--- src/rtl/irq_agg_pkg.sv ---
// Package: constants and source-to-flag mapping shared by the collector.
// Assumes raw line order is fixed as documented in the brief.
package irq_agg_pkg;
    localparam int RAW_W  = 10;
    localparam int NFLAG  = 7;
    // raw lines that pass through the debounce filter
    localparam logic [RAW_W-1:0] DBNC_RAW = 10'b00_0000_1000;
    // flags that can be raised while the detector domain is off
    localparam logic [NFLAG-1:0] AON_FLAG = 7'b000_0110;

    // Flag index that a raw line feeds.
    function automatic int flag_of(input int r);
        case (r)
            0, 1, 2: return 0;
            3:       return 1;
            4, 5:    return 2;
            6:       return 3;
            7:       return 4;
            8:       return 5;
            default: return 6;
        endcase
    endfunction
endpackage

--- src/rtl/sync2.sv ---
// Module: two-stage synchronizer for a vector of independent level lines.
// Assumes each bit is a slow level; no bus coherency is implied.
module sync2 #(
    parameter int W = 4
) (
    input  logic         clk,
    input  logic         rst_n,
    input  logic [W-1:0] d_i,
    output logic [W-1:0] q_o
);
    logic [W-1:0] meta_q;

    // two flops per bit, synchronous reset to 0
    always_ff @(posedge clk) begin
        if (!rst_n) begin
            meta_q <= '0;
            q_o    <= '0;
        end else begin
            meta_q <= d_i;
            q_o    <= meta_q;
        end
    end
endmodule

--- src/rtl/dbnc_cell.sv ---
// Module: tick-based debounce for one synchronized level.
// The output follows the input once the input has differed from it for
// 2^sel consecutive tick pulses; any return to the output level restarts.
// Assumes tick_i is a single-cycle pulse.
module dbnc_cell #(
    parameter int SEL_W = 2
) (
    input  logic             clk,
    input  logic             rst_n,
    input  logic             tick_i,
    input  logic [SEL_W-1:0] sel_i,
    input  logic             d_i,
    output logic             lvl_o
);
    localparam int CNT_W = 2 ** SEL_W;

    logic [CNT_W-1:0] cnt_q;
    logic [CNT_W-1:0] lim;

    // period in ticks from the select value
    always_comb lim = CNT_W'(1) << sel_i;

    // count ticks while input differs, commit at the limit
    always_ff @(posedge clk) begin
        if (!rst_n) begin
            lvl_o <= 1'b0;
            cnt_q <= '0;
        end else if (d_i == lvl_o) begin
            cnt_q <= '0;
        end else if (tick_i) begin
            if (cnt_q == lim - CNT_W'(1)) begin
                lvl_o <= d_i;
                cnt_q <= '0;
            end else begin
                cnt_q <= cnt_q + CNT_W'(1);
            end
        end
    end

    // the filtered level only moves on a tick
    p_hold_no_tick_r9: assert property (@(posedge clk) disable iff (!rst_n)
        !tick_i |=> $stable(lvl_o));
endmodule

--- src/rtl/flag_bank.sv ---
// Module: sticky flags with write-one-to-clear, mask word and interrupt.
// A set in the same cycle as a clear wins. Assumes set_i is one cycle wide.
module flag_bank #(
    parameter int N = 7
) (
    input  logic         clk,
    input  logic         rst_n,
    input  logic [N-1:0] set_i,
    input  logic         clr_wr_i,
    input  logic         msk_wr_i,
    input  logic [N-1:0] data_i,
    output logic [N-1:0] flag_o,
    output logic [N-1:0] mask_o,
    output logic         irq_o
);
    logic [N-1:0] clr_vec;

    // clear vector active only on a flag-word write
    always_comb clr_vec = clr_wr_i ? data_i : '0;

    // flag update: clear then set, so set has priority
    always_ff @(posedge clk) begin
        if (!rst_n) flag_o <= '0;
        else        flag_o <= (flag_o & ~clr_vec) | set_i;
    end

    // mask register, all sources masked out of reset
    always_ff @(posedge clk) begin
        if (!rst_n)        mask_o <= '1;
        else if (msk_wr_i) mask_o <= data_i;
    end

    // interrupt from unmasked pending flags
    always_comb irq_o = |(flag_o & ~mask_o);

    // an event always leaves its flag set
    p_event_wins_r8: assert property (@(posedge clk) disable iff (!rst_n)
        (|set_i) |=> ((flag_o & $past(set_i)) == $past(set_i)));
    // written ones clear flags without a simultaneous event
    p_w1c_r5: assert property (@(posedge clk) disable iff (!rst_n)
        clr_wr_i |=> ((flag_o & $past(data_i) & ~$past(set_i)) == '0));
    // without a clear write no flag drops
    p_no_drop_r5: assert property (@(posedge clk) disable iff (!rst_n)
        !clr_wr_i |=> ((flag_o & $past(flag_o)) == $past(flag_o)));
    // interrupt implies some flag pending
    p_irq_src_r6: assert property (@(posedge clk) disable iff (!rst_n)
        irq_o |-> (flag_o != '0));
    // fully masked bank never interrupts
    p_irq_masked_r6: assert property (@(posedge clk) disable iff (!rst_n)
        (mask_o == '1) |-> !irq_o);
endmodule

--- src/rtl/irq_aggregator.sv ---
// Module: top of the status interrupt collector.
// Synchronizes raw detector lines, debounces the selected ones, detects
// changes in both directions, merges lines into shared flags, gates
// sources that lose power and drives the flag bank.
// Assumes raw_i levels are asynchronous and slow against clk.
module irq_aggregator
    import irq_agg_pkg::*;
#(
    parameter int DBNC_SEL_W = 2
) (
    input  logic                  clk,
    input  logic                  rst_n,
    input  logic                  tick_i,
    input  logic [DBNC_SEL_W-1:0] dbnc_sel_i,
    input  logic                  dom_on_i,
    input  logic [RAW_W-1:0]      raw_i,
    input  logic                  wr_en_i,
    input  logic                  wr_addr_i,
    input  logic [NFLAG-1:0]      wr_data_i,
    output logic [RAW_W-1:0]      sense_o,
    output logic [NFLAG-1:0]      flag_o,
    output logic [NFLAG-1:0]      mask_o,
    output logic                  irq_o
);
    logic [RAW_W-1:0] sync_lvl;
    logic [RAW_W-1:0] lvl;
    logic [RAW_W-1:0] lvl_q;
    logic [RAW_W-1:0] chg;
    logic [NFLAG-1:0] evt;
    logic [NFLAG-1:0] set_vec;

    sync2 #(.W(RAW_W)) u_sync (
        .clk   (clk),
        .rst_n (rst_n),
        .d_i   (raw_i),
        .q_o   (sync_lvl)
    );

    // per-line choice of debounce or bypass
    for (genvar i = 0; i < RAW_W; i++) begin : g_line
        if (DBNC_RAW[i]) begin : g_dbnc
            dbnc_cell #(.SEL_W(DBNC_SEL_W)) u_dbnc (
                .clk    (clk),
                .rst_n  (rst_n),
                .tick_i (tick_i),
                .sel_i  (dbnc_sel_i),
                .d_i    (sync_lvl[i]),
                .lvl_o  (lvl[i])
            );
        end else begin : g_pass
            assign lvl[i] = sync_lvl[i];
        end
    end

    // previous filtered level for change detection
    always_ff @(posedge clk) begin
        if (!rst_n) lvl_q <= '0;
        else        lvl_q <= lvl;
    end

    // merge per-line changes into per-flag events
    always_comb begin
        chg = lvl ^ lvl_q;
        evt = '0;
        for (int r = 0; r < RAW_W; r++) begin
            if (chg[r]) evt[flag_of(r)] = 1'b1;
        end
    end

    // drop events of unpowered sources
    always_comb set_vec = evt & (dom_on_i ? '1 : AON_FLAG);

    always_comb sense_o = lvl;

    flag_bank #(.N(NFLAG)) u_bank (
        .clk      (clk),
        .rst_n    (rst_n),
        .set_i    (set_vec),
        .clr_wr_i (wr_en_i && !wr_addr_i),
        .msk_wr_i (wr_en_i && wr_addr_i),
        .data_i   (wr_data_i),
        .flag_o   (flag_o),
        .mask_o   (mask_o),
        .irq_o    (irq_o)
    );

    // with the domain off, flags outside the always-on set stay put
    p_domain_hold_r10: assert property (@(posedge clk) disable iff (!rst_n)
        (!dom_on_i && !wr_en_i) |=>
            ((flag_o & ~AON_FLAG) == ($past(flag_o) & ~AON_FLAG)));
    // a bus comparator change raises the shared flag next cycle
    p_bus_edge_r2: assert property (@(posedge clk) disable iff (!rst_n)
        (dom_on_i && (chg[2:0] != 3'b000)) |=> flag_o[0]);
endmodule

--- config.mk ---
export PLATFORM = sky130hd
export DESIGN_NAME = irq_aggregator
export DESIGN_NICKNAME = d
export VERILOG_FILES = /design/src/rtl/irq_agg_pkg.sv /design/src/rtl/sync2.sv /design/src/rtl/dbnc_cell.sv /design/src/rtl/flag_bank.sv /design/src/rtl/irq_aggregator.sv
export SDC_FILE = /design/constraint.sdc
export NUM_CORES = 1
export LEC_CHECK = 0
export ABC_CLOCK_PERIOD_IN_PS = 4200
export BUFFER_PORTS_ARGS = -buffer_cell sky130_fd_sc_hd__buf_2
export CORE_MARGIN = 4
export CORE_UTILIZATION = 50
export DETAILED_ROUTE_END_ITERATION = 10
export HOLD_SLACK_MARGIN = 0.08
export PLACE_DENSITY = 0.78
export SYNTH_ARGS = -nofsm -noshare
export SYNTH_HDL_FRONTEND = slang
export SYNTH_SLANG_ARGS = --single-unit
--- constraint.sdc ---
create_clock -name clk -period 4.2 [get_ports clk]
set_clock_uncertainty 0.15 [all_clocks]
set_input_delay 0 -clock clk [delete_from_list [all_inputs] [get_ports clk]]
set_output_delay 0 -clock clk [all_outputs]
set_load 0.02 [all_outputs]
==> Word level (Yosys, flattened, before mapping) <==
Index checks and enable logic that the tools add are counted.
{ "classes": {"n_addsub": 2, "multipliers": 0, "div": 0, "n_lt_le_gt_ge": 20, "n_eq_ne": 2, "n_shift": 1, "muxes": 43, "bitwise": 18, "reduce_logical": 16} }
{ "ops": {"columns": ["op", "count"], "rows": [
  ["$ge A32 B1 Y1 const B", 10],
  ["$lt A32 B5 Y1 const B", 10],
  ["$mux W32", 10],
  ["$mux W7", 12],
  ["$or A7 B7 Y7", 10],
  ["$demux W1 S3", 10],
  ["$and A7 B7 Y7", 3],
  ["$not A7 Y7", 2],
  ["$logic_and A1 B1 Y1", 12],
  ["$mux W1", 10],
  ["$xor A10 B10 Y10", 1],
  ["$reduce_or A7 Y1", 1],
  ["$add A4 B1 Y4 const B", 1],
  ["$eq A4 B4 Y1", 1],
  ["$mux W4", 1],
  ["$shl A1 B2 Y4 const A", 1],
  ["$sub A4 B1 Y4 const B", 1],
  ["$reduce_and A3 Y1", 1],
  ["$not A1 Y1", 2],
  ["$reduce_or A2 Y1", 1],
  ["$eq A1 B1 Y1", 1],
  ["$logic_not A1 Y1", 1]
]} }
{ "totals": {"reg_bits": 49, "latchBits": 0, "ram_bits": 0, "rom_bits": 0, "input_bits": 25, "out_inout_bits": 25, "wordCells": 109, "n_memories": 0} }

==> Depth between registers and ports, before layout <==
Gate-level depths: netlist of run 1.
{ "depth": {"word_depth": 27, "ltp_mapped": 5, "mapped_depth_nobuf": 5} }

==> Cells and area by module <==
Synthesis of run 1 repeated with hierarchy kept, for this count alone.
{ "hier_totals": {"cells_unflattened": 179, "hier_area_um2": 1838.0} }
{ "modules_own_cells": {"columns": ["module", "instances", "cells_per_inst", "area_per_inst_um2", "seq_area_each_um2"], "rows": [
  ["sync2", 1, 42, 561.8, 400.4],
  ["flag_bank", 1, 61, 546.8, 280.3],
  ["irq_aggregator", 1, 38, 400.4, 200.2],
  ["dbnc_cell", 1, 38, 329.1, 100.1]
]} }

==> Worst setup path before layout of run 1 <==
Ideal clock, no wire load.
{ "synth_path": {"kind": "flip-flop to flip-flop", "startpoint": "register g_line[3].g_dbnc.u_dbnc.cnt_q[1]", "endpoint": "register g_line[3].g_dbnc.u_dbnc.lvl_o", "setup_ns": 0.072, "arrival_time_ns": 1.139, "required_time_ns": 3.978, "path_slack_ns": 2.840, "stages_incl_launch_ff": 5, "path_buffers": 0, "period_less_slack_ns": 1.360, "cell_sequence": "dfxtp_1 nor3_2 o211ai_1 a21boi_1 mux2i_1"} }
{ "synth_via": {"elab_chain_len": 2} }
{ "synth_lines": {"columns": ["item", "line_no", "text"], "rows": [
  ["start, declared", "dbnc_cell.sv:17", "logic [CNT_W-1:0] cnt_q;"],
  ["start signal, assigned", "dbnc_cell.sv:35", "cnt_q <= cnt_q + CNT_W'(1);"],
  ["$eq A4 B4 Y1", "dbnc_cell.sv:31", "if (cnt_q == lim - CNT_W'(1)) begin"],
  ["$reduce_and A3 Y1 (no source line)", null, null],
  ["end signal, assigned", "dbnc_cell.sv:32", "lvl_o <= d_i;"],
  ["end, declared", "dbnc_cell.sv:13", "output logic lvl_o"]
]} }
Every way passes these cells.
A chain may end at the register's enable or synchronous reset.

==> Worst setup path after layout of run 1 <==
{ "layout_path": {"startpoint": "input wr_en_i", "endpoint": "register u_bank.mask_o[5]"} }
{ "layout_via": {"elab_chain_len": 1} }
{ "layout_lines": {"columns": ["item", "line_no", "text"], "rows": [
  ["start, declared", "irq_aggregator.sv:17", "input logic wr_en_i,"],
  ["$logic_and A1 B1 Y1", "irq_aggregator.sv:80", ".msk_wr_i (wr_en_i && wr_addr_i),"],
  ["end signal, assigned", "flag_bank.sv:30", "else if (msk_wr_i) mask_o <= data_i;"],
  ["end, declared", "flag_bank.sv:13", "output logic [N-1:0] mask_o,"]
]} }
Every way passes these cells.

==> impl_metrics.tcl, run 1 <==
set metrics [dict create \
    cap_violations 0 \
    seq_area_sq_um 980.9 \
    yosys-top-cells-area "dfxtp_1 (55%), and2_1 (10%), xor2_1 (5.4%)" \
    final_cells 329 \
    critical_path.max_fanout 9 \
    crit_path_end_kind "flop" \
    grt_pass1_wl_um 7120 \
    power_uw 898.6 \
    drive_gt1_share_pct 21.20 \
    p_switching_uw 220.1 \
    maxSlewHeadroom_pct 56.25 \
    synth_fa_ha_area_share_pct 0.6993 \
    hold_class "reg2reg" \
    yosysSeqAreaShare_pct 54.83 \
    p_seq_share_pct 55.3 \
    cts-buffers-inserted 5 \
    dr.max_layer_used "met4" \
    synth_enable_flop_cells 0 \
    fmax_mhz 459.7 \
    viasPerCell 4.872 \
    root_buffer "clkbuf_4" \
    grt_max_degree 47 \
    rsz0062_at_grt "false" \
    setup_tns_ns 0 \
    final_nets 308 \
    ys_ff_latch 49 \
    synthFlopType "dfxtp_1" \
    synth_compound_area_share_pct 10.28 \
    slew_violations 0 \
    clk_latency_ns 0.36 \
    first_global_vias 1636 \
    period_needed_ns 2.175 \
    antenna_found_initial 0 \
    p_per_area_mw_per_mm2 337.0 \
    drc 0 \
    post_drt_wl_per_cell_um 13.29 \
    avgSynthCellArea_sq_um 9.885 \
    period_share_pct 51.79 \
    ir_drop_mv 0.2258 \
    multiInputGateArea_sq_um 744.5 \
    internal_power_uw 678.5 \
    path_class "in2reg" \
    rows 21 \
    synth_area_leader_cell "dfxtp_1" \
    dr.pass1.iters 4 \
    placed_area_sq_mm 0.002062 \
    path_clk_slew_ns 0.14 \
    yosysMostFrequentCell "dfxtp_1" \
    cts_htree_levels 2 \
    wl_met2_um 2079 \
    status "finished, final reports clean" \
    die_x_um 67.82 \
    grt.total_usage_pct 21.04 \
    synthMuxAreaShare_pct 1.119 \
    gp_congestion 0.6628 \
    yosysTopAreaCellShare_pct 54.83 \
    die_h_um 67.82 \
    finalSetupViolCount 0 \
    syn_nets 207 \
    p_clk_share_pct 30.7 \
    synthXorXnorAreaFrac_pct 5.385 \
    ys_top_cells_by_count "dfxtp_1 (49), and2_1 (30), nand2_1 (23)" \
    synthesis.area_sq_mm 0.001789 \
    p_comb_share_pct 14.1 \
    ant_nets 0 \
    holdWs_ns 0.3006 \
    clk_path_buf_depth 2 \
    grt_remaining_overflow 0 \
    synth_top_family_by_area "simple AND/OR/NAND/NOR gates" \
    sw_frac_of_total_pct 24.49 \
    synth_cells 181 \
    leakagePower_uw 0.001260 \
    start_util_pct 52.79 \
    synth-simple-area-share_pct 24.13 \
    ys_warn_count 0 \
    core_area_sq_mm 0.003390 \
    area_growth_pct 49.02 \
    worstPathArrival_ns 2.29 \
    dp_hpwl_um 2284 \
    met1_length_um 1834 \
    first_iter_violations 101 \
    cts_tree "yes" \
    cp_data_required_time_ns 4.31 \
    hold_violations 0 \
    crit_path_start_kind "input port" \
    design_area_sq_mm 0.002666 \
    placed_cells 269 \
    nFillCells 218 \
    worstMarginPinSlew_ns 0.6563 \
    vias 1603 \
    dieArea_sq_mm 0.004600 \
    route.met3.wl_um 279 \
    drt-total-wl_um 4373 \
    clock_sinks 49 \
    portBuffers 49 \
    io_pins 50 \
    synth.distinct_cells 31 \
    async_reset_ff_share_pct 0 \
    diodes 0 \
]
routing by layer:
metal  vias to the layer above  GRT usage [%]
li1                        795              -
met1                       717          23.83
met2                        70          35.48
met3                        21          6.240
met4                         0          11.41
met5                         -              0
worst max-delay path, cell delays in order:
cell,delay (ns)
dlygate4sd3_1,0.53
buf_2,0.13
and2_1,0.26
nand2_1,0.12
dlygate4sd3_1,0.56
nand3_1,0.08
dlygate4sd3_1,0.61
cell usage in the layout (no fill, tap or decap):
cell type / n
inv_1: 9
a222oi_1: 1
nor4_1: 1
o22ai_1: 1
a21oi_1: 6
clkinvlp_4: 1
o31a_1: 2
and3_1: 1
xor2_1: 11
nor3_1: 1
and2b_1: 1
nand4_1: 2
bufinv_16: 1
nor2b_1: 6
o21a_1: 2
nand2_1: 23
and2_1: 30
a221oi_1: 1
a22oi_1: 4
clkbuf_4: 5
mux2i_1: 2
a21boi_1: 1
or2b_1: 2
dfxtp_1: 49
nor3_2: 1
dlygate4sd3_1: 52
ha_1: 1
nor2_1: 3
clkinv_4: 1
o211ai_1: 4
and4bb_4: 1
a21boi_0: 1
a22oi_4: 1
buf_2: 49
nand3_1: 6
worst paths after layout:
check | start | to | slack, ns | cells past startpoint
hold reg to reg | u_sync.meta_q[8] | u_sync.q_o[8] | 0.30 | 1
hold / removal | u_sync.meta_q[8] | u_sync.q_o[8] | 0.30 | 1
setup reg to reg | g_line[3].g_dbnc.u_dbnc.cnt_q[1] | g_line[3].g_dbnc.u_dbnc.cnt_q[1] | 2.22 | 5
setup / recovery | wr_en_i | u_bank.mask_o[5] | 2.02 | 7
cells by family after synthesis:
kind of cell | after synthesis
fa+ha+maj | 1
buf+inv | 16
simple gates | 78
xor+xnor | 11
compound gates | 24
mux | 2
flops | 49
flip-flops by register name, indices dropped and copies added, names as in the netlist:
register	count
g_line.g_dbnc.u_dbnc.cnt_q	4
g_line.g_dbnc.u_dbnc.lvl_o	1
lvl_q	10
u_bank.flag_o	7
u_bank.mask_o	7
u_sync.meta_q	10
u_sync.q_o	10
area by class of cell:
class                           count  share of cell area [%]
Clock buffer                        5                   1.408
Clock inverter                      3                   1.736
Inverter                            9                   1.267
Multi-Input combinational cell    116                   27.92
Sequential cell                    49                   36.79
Tap cell                           46                   2.159
Timing Repair Buffer              101                   28.72
stage by stage:
stage	utilization, %	worst slack (ns)
2_1_floorplan	-	2.840
3_3_place_gp	60.83	2.774
3_5_place_dp	60.83	2.729
4_1_cts	78.66	2.123
5_1_grt	78.66	1.940
6_report	78.66	2.025
power by group through the flow:
| stage | Combinational [uW] | Clock [uW] | Sequential (uW) |
|---|---|---|---|
| after floorplan | 38.8 | 0 | 519 |
| after detailed placement | 85.7 | 0 | 506 |
| after global routing | 138 | 296 | 499 |
| final | 126 | 276 | 496 |
| after CTS | 122 | 280 | 496 |
| after global placement | 83.9 | 0 | 506 |
repair_timing:
| action | CTS | global route |
|---|---|---|
| buffers inserted | 0 | 0 |
| hold buffers | 52 | 0 |
| endpoints found under the hold margin | 43 | 0 |
| resized for setup | 0 | 0 |
(Power assumes the default switching activity.)
==> run 2: changes to the inputs <==
--- a/config.mk
+++ b/config.mk
@@ -5,13 +5,14 @@
 export SDC_FILE = /design/constraint.sdc
 export NUM_CORES = 1
 export LEC_CHECK = 0
-export ABC_CLOCK_PERIOD_IN_PS = 4200
+export ABC_AREA = 1
+export ABC_CLOCK_PERIOD_IN_PS = 2000
 export BUFFER_PORTS_ARGS = -buffer_cell sky130_fd_sc_hd__buf_2
 export CORE_MARGIN = 4
-export CORE_UTILIZATION = 50
+export CORE_UTILIZATION = 46
 export DETAILED_ROUTE_END_ITERATION = 10
 export HOLD_SLACK_MARGIN = 0.08
-export PLACE_DENSITY = 0.78
+export PLACE_DENSITY = 0.75
 export SYNTH_ARGS = -nofsm -noshare
 export SYNTH_HDL_FRONTEND = slang
 export SYNTH_SLANG_ARGS = --single-unit
==> constraint.sdc (replaced) <==
create_clock -name clk -period 2 [get_ports clk]
set_clock_uncertainty 0.15 [all_clocks]
set_input_delay 0 -clock clk [delete_from_list [all_inputs] [get_ports clk]]
set_output_delay 0 -clock clk [all_outputs]
set_load 0.02 [all_outputs]
==> run 2 against run 1 <==
Clock-buffer cell count grew 1. Sequential share of layout area grew 2.6 points. Final cell count grew 8.2%. Wire length shrank 16%. Register-to-register slack lost 1.7 ns. Non-clock buffer count shrank 23. First-iteration DRC count shrank 15%. Global-route usage shrank 5.5 points. Critical path type unchanged. Largest cell class unchanged.
==> impl_metrics.tcl, run 2 <==
set metrics [dict create \
    mostFrequentLayoutCell "nand2_1" \
    final_cell_mix "nand2_1 (62), inv_1 (51), dfxtp_1 (49), buf_2 (49), dlygate4sd3_1 (28)" \
    status "finished, final reports clean" \
    path_clk_slew_ns 0.09 \
    grt_max_degree 22 \
    slew_violations 0 \
    vias 1576 \
    setup_tns_ns 0 \
    synth-simple-area-share_pct 18.55 \
    hold_class "in2reg" \
    drc 0 \
    dp_hpwl_um 2435 \
    diodes 0 \
    final_nets 333 \
    cts_setup_buffers 0 \
    avgSynthCellArea_sq_um 7.957 \
    worstPathArrival_ns 1.95 \
    ant_nets 0 \
    path_class "in2reg" \
    worstMarginPinSlew_ns 0.3807 \
    drt-total-wl_um 3654 \
    grt.total_usage_pct 15.54 \
    slowest_stage "dlygate4sd3_1" \
    yosysSeqAreaShare_pct 54.07 \
    rows 22 \
    crit_top_cell "dlygate4sd3_1" \
    io_pins 50 \
    rsz0062_at_grt "false" \
    drive_gt1_share_pct 20.45 \
    clock_sinks 49 \
    viasPerCell 4.427 \
    die_h_um 70.80 \
    p_per_area_mw_per_mm2 800.4 \
    dr.pass1.iters 4 \
    cts_tree "yes" \
    synth_fa_ha_area_share_pct 0.6897 \
    async_reset_ff_share_pct 0 \
    cts_htree_levels 2 \
    root_buffer "clkbuf_8" \
    final_cells 356 \
    grt_pass1_wl_um 6223 \
    ir_drop_mv 0.6794 \
    synth_area_leader_cell "dfxtp_1" \
    first_iter_violations 86 \
    synth_top_family_by_area "simple AND/OR/NAND/NOR gates" \
    largestRegisters "lvl_q: 10 flops, u_sync.meta_q: 10 flops, u_sync.q_o: 10 flops" \
    yosysTopAreaCellShare_pct 54.07 \
    cts-resized-gates 0 \
    period_needed_ns 1.913 \
    synthMuxAreaShare_pct 0 \
    maxSlewHeadroom_pct 74.56 \
    synthFlopType "dfxtp_1" \
    syn_nets 254 \
    synthesis.area_sq_mm 0.001814 \
    cap_violations 0 \
    ys_warn_count 0 \
    area_growth_pct 37.31 \
    yosysMostFrequentCell "nand2_1" \
    clk_latency_ns 0.30 \
    finalSetupViolCount 0 \
    antenna_found_initial 0 \
    leakagePower_uw 0.001372 \
    synthXorXnorAreaFrac_pct 5.310 \
    ctsHoldBuffers 28 \
    synth_cells 228 \
    synth_compound_area_share_pct 8.621 \
    core_area_sq_mm 0.003744 \
    start_util_pct 48.46 \
    first_global_vias 1454 \
    period_share_pct 95.63 \
    hold_violations 0 \
    dieArea_sq_mm 0.005013 \
    fmax_mhz 522.9 \
    worstPathCellList "dlygate4sd3_1 > buf_2 > nand3_1 > dlygate4sd3_1 > nand3_1 > dlygate4sd3_1" \
    critical-path-max-stage-delay_ns 0.58 \
    placed_cells 320 \
    grt_remaining_overflow 0 \
    post_drt_wl_per_cell_um 10.26 \
    critical_path.max_fanout 4 \
    crit_path_start_kind "input port" \
    synth.distinct_cells 23 \
    yosys-top-cells-area "dfxtp_1 (54%), nand2_1 (13%), inv_1 (11%)" \
    ys_top_cells_by_count "nand2_1 (62), inv_1 (51), dfxtp_1 (49)" \
    crit_path_end_kind "flop" \
    synth_enable_flop_cells 0 \
    portBuffers 49 \
    cts-buffers-inserted 5 \
    gp_congestion 0.7584 \
    die_x_um 70.80 \
    ys_ff_latch 49 \
    cp_data_required_time_ns 2.04 \
    clk_path_buf_depth 2 \
]
-- run 2: stage by stage --
step | setup slack (ns) | area [sq um] | total power [uW] | utilization (%) | hold WS [ns]
final | 0.08745 | 2491 | 1994 | 66.54 | 0.09292
after global routing | 0.03224 | 2491 | 2098 | 66.54 | 0.1443
after CTS | 0.1462 | 2491 | 2017 | 66.54 | 0.08269
after detailed placement | 0.8222 | 2091 | 1261 | 55.85 | 0.03394
after global placement | 0.8544 | 2091 | 1254 | 55.85 | 0.02895
after floorplan | 0.8816 | 1814 | 1187 | - | -0.05237
-- run 2: report_power, final --
group | switching, uW | internal (uW)
combinational | 126 | 109
sequential | 26.5 | 1020
clock | 308 | 406
-- run 2: final timing paths --
path	from	to	slack, ns	cells after the start
worst max-delay path	wr_en_i	u_bank.mask_o[6]	0.09	6
worst min-delay path	dbnc_sel_i[0]	g_line[3].g_dbnc.u_dbnc.cnt_q[0]	0.09	6
worst max register to register	u_sync.q_o[7]	u_bank.flag_o[4]	0.57	4
worst min register to register	u_sync.meta_q[3]	u_sync.q_o[3]	0.27	2
-- run 2: kinds of logic after synthesis --
logic type,count (synthesis)
AOI/OAI and AO/OA,27
xor gates and xnor gates,11
buffers and inverters,58
DFF,49
adders and majority gates,1
and+or+nand+nor,82
-- run 2: critical path: cells and delay by family --
family	cells	cell delay, ns
buffers and inverters	4	1.80
AND/OR/NAND/NOR	2	0.14
-- run 2: metal layers --
metal	vias up	part of all wire [%]	routed length, um	GRT usage (%)
li1	837	-	-	-
met1	691	41	1512	17.49
met2	44	49	1804	26.78
met3	4	7.9	290	5.824
met4	0	1.3	46	5.637
met5	-	0	0	0
-- run 2: final cells by class --
class,instances,area [sq um]
Multi-Input combinational cell,121,601.8
Timing Repair Buffer,78,533.0
Fill cell,323,1252
Sequential cell,49,980.9
Clock buffer,6,82.58
Inverter,52,195.2
Tap cell,48,60.06
Clock inverter,2,37.54
==> run 3: changes to the inputs <==
--- a/config.mk
+++ b/config.mk
@@ -8,6 +8,7 @@
 export ABC_AREA = 1
 export ABC_CLOCK_PERIOD_IN_PS = 2000
 export BUFFER_PORTS_ARGS = -buffer_cell sky130_fd_sc_hd__buf_2
+export CORE_ASPECT_RATIO = 0.8
 export CORE_MARGIN = 4
 export CORE_UTILIZATION = 46
 export DETAILED_ROUTE_END_ITERATION = 10
==> run 3 against run 2 <==
Register-to-register slack got worse by 0.11 ns. Utilization decreased by 2.2 points. Combinational power about the same. First-iteration DRC count decreased by 37%. Via count decreased by 1.6%. Die area increased by 0.13%. Clock power decreased by 21%. Final cell count increased by 1.4%. Maximum frequency increased by 0.91%. Critical endpoint unchanged. Largest cell class unchanged. Largest power group unchanged.
==> impl_metrics.tcl, run 3 (synthesis gave the netlist of run 2 again) <==
set metrics [dict create \
    status "finished, final reports clean" \
    vias 1550 \
    slew_violations 0 \
    path_clk_slew_ns 0.08 \
    first_iter_violations 54 \
    first_global_vias 1314 \
    reg2reg_depth 5 \
    drive_gt1_share_pct 20.26 \
    grt_max_degree 30 \
    grt.total_usage_pct 14.54 \
    p_per_area_mw_per_mm2 752.4 \
    hold_violations 0 \
    clk_latency_ns 0.30 \
    r2r-end "u_bank.flag_o[0]" \
    io_pins 50 \
    mostFrequentLayoutCell "nand2_1" \
    dr.pass1.iters 4 \
    fmax_mhz 527.6 \
    diodes 0 \
    setup_tns_ns 0 \
    leakagePower_uw 0.001358 \
    maxSlewHeadroom_pct 73.41 \
    crit_path_end_kind "flop" \
    start_util_pct 47.70 \
    finalSetupViolCount 0 \
    cts_tree "yes" \
    clk_path_buf_depth 2 \
    critical_path.max_fanout 4 \
    r2r_slack_ns 0.46 \
    worstPathArrival_ns 1.94 \
    design_area_sq_mm 0.002446 \
    worstSetupStartpoint "wr_en_i" \
    grt_pass1_wl_um 5747 \
    clock_sinks 49 \
    p_comb_share_pct 12.7 \
    p_clk_share_pct 30.5 \
    hold_class "in2reg" \
    crit_path_start_kind "input port" \
    p_switching_uw 464.2 \
    p_seq_share_pct 56.8 \
    drt-total-wl_um 3623 \
    root_buffer "clkbuf_8" \
    final_nets 331 \
    largestRegisters "lvl_q: 10 flops, u_sync.meta_q: 10 flops, u_sync.q_o: 10 flops" \
    period_needed_ns 1.895 \
    antenna_found_initial 0 \
    cp_data_required_time_ns 2.04 \
    area_growth_pct 34.83 \
    core_area_sq_mm 0.003804 \
    portBuffers 49 \
    rows 20 \
    gp_congestion 0.7572 \
    die_x_um 78.22 \
    sw_frac_of_total_pct 25.22 \
    viasPerCell 4.294 \
    cts-resized-gates 0 \
    power_uw 1841 \
    cts-buffers-inserted 5 \
    cts_htree_levels 2 \
    grt_remaining_overflow 0 \
    post_drt_wl_per_cell_um 10.04 \
    ir_drop_mv 0.5335 \
    final_cell_mix "nand2_1 (62), inv_1 (51), dfxtp_1 (49), buf_2 (49), dlygate4sd3_1 (26)" \
    worstMarginPinSlew_ns 0.3978 \
    period_share_pct 94.76 \
    path_class "in2reg" \
    dieArea_sq_mm 0.005019 \
    ant_nets 0 \
    cap_violations 0 \
    dp_hpwl_um 2457 \
    crit_path_end "u_bank.mask_o[6]" \
    internal_power_uw 1376 \
    r2r_start "u_sync.q_o[2]" \
    die_h_um 64.17 \
    placed_area_sq_mm 0.002100 \
    drc 0 \
    rsz0062_at_grt "false" \
]
run 3: metal layers:
metal  wire length (um)  vias to the layer above  track usage [%]
li1                   -                      837                -
met2               1698                       55            23.93
met1               1617                      652            17.41
met5                  0                        -                0
met4                 57                        0            6.550
met3                250                        6            4.507
run 3: what timing repair did:
action | in CTS | in global routing
endpoints found under the hold margin | 30 | 0
hold buffers | 26 | 0
buffers inserted | 0 | 0
run 3: area by class of cell:
cell class	instances	area (sq um)
clock inverters	2	13.76
flip-flops and latches	49	980.9
repair buffers	76	513.0
well taps	55	68.82
multi-input cells	121	601.8
fillers	340	1358
inverters	52	195.2
clock buffers	6	72.57
run 3: power groups by stage:
stage | combinational (uW) | sequential [uW] | clock [uW]
2_1_floorplan | 90.2 | 1100 | 0
5_1_grt | 258 | 1050 | 616
3_5_place_dp | 193 | 1070 | 0
4_1_cts | 233 | 1040 | 572
6_report | 234 | 1040 | 562
3_3_place_gp | 189 | 1070 | 0
run 3: worst min-delay path by stage:
stage             startpoint                          endpoint  slack (ns)  depth (start not counted)
2_1_floorplan       raw_i[0]                  u_sync.meta_q[0]       -0.05                          2
3_3_place_gp        raw_i[5]                  u_sync.meta_q[5]        0.03                          3
3_5_place_dp        raw_i[5]                  u_sync.meta_q[5]        0.03                          3
4_1_cts        dbnc_sel_i[0]  g_line[3].g_dbnc.u_dbnc.cnt_q[0]        0.10                          6
5_1_grt        dbnc_sel_i[0]     g_line[3].g_dbnc.u_dbnc.lvl_o        0.15                          7
6_report       dbnc_sel_i[0]     g_line[3].g_dbnc.u_dbnc.lvl_o        0.11                          7
run 3: critical path, stage by stage:
cell and delay (ns):
dlygate4sd3_1 0.53, buf_2 0.14, nand3_1 0.08, dlygate4sd3_1 0.55
nand3_1 0.07, dlygate4sd3_1 0.55
run 3: per-stage QoR:
step | hold WS, ns | instances | setup WS (ns) | util, %
5_1_grt | 0.1453 | 361 | 0.03016 | 64.31
3_3_place_gp | 0.03024 | 327 | 0.8544 | 55.20
4_1_cts | 0.1030 | 361 | 0.1311 | 64.31
3_5_place_dp | 0.03440 | 327 | 0.8098 | 55.20
2_1_floorplan | -0.05237 | 228 | 0.8816 | -
6_report | 0.1058 | 361 | 0.1048 | 64.31
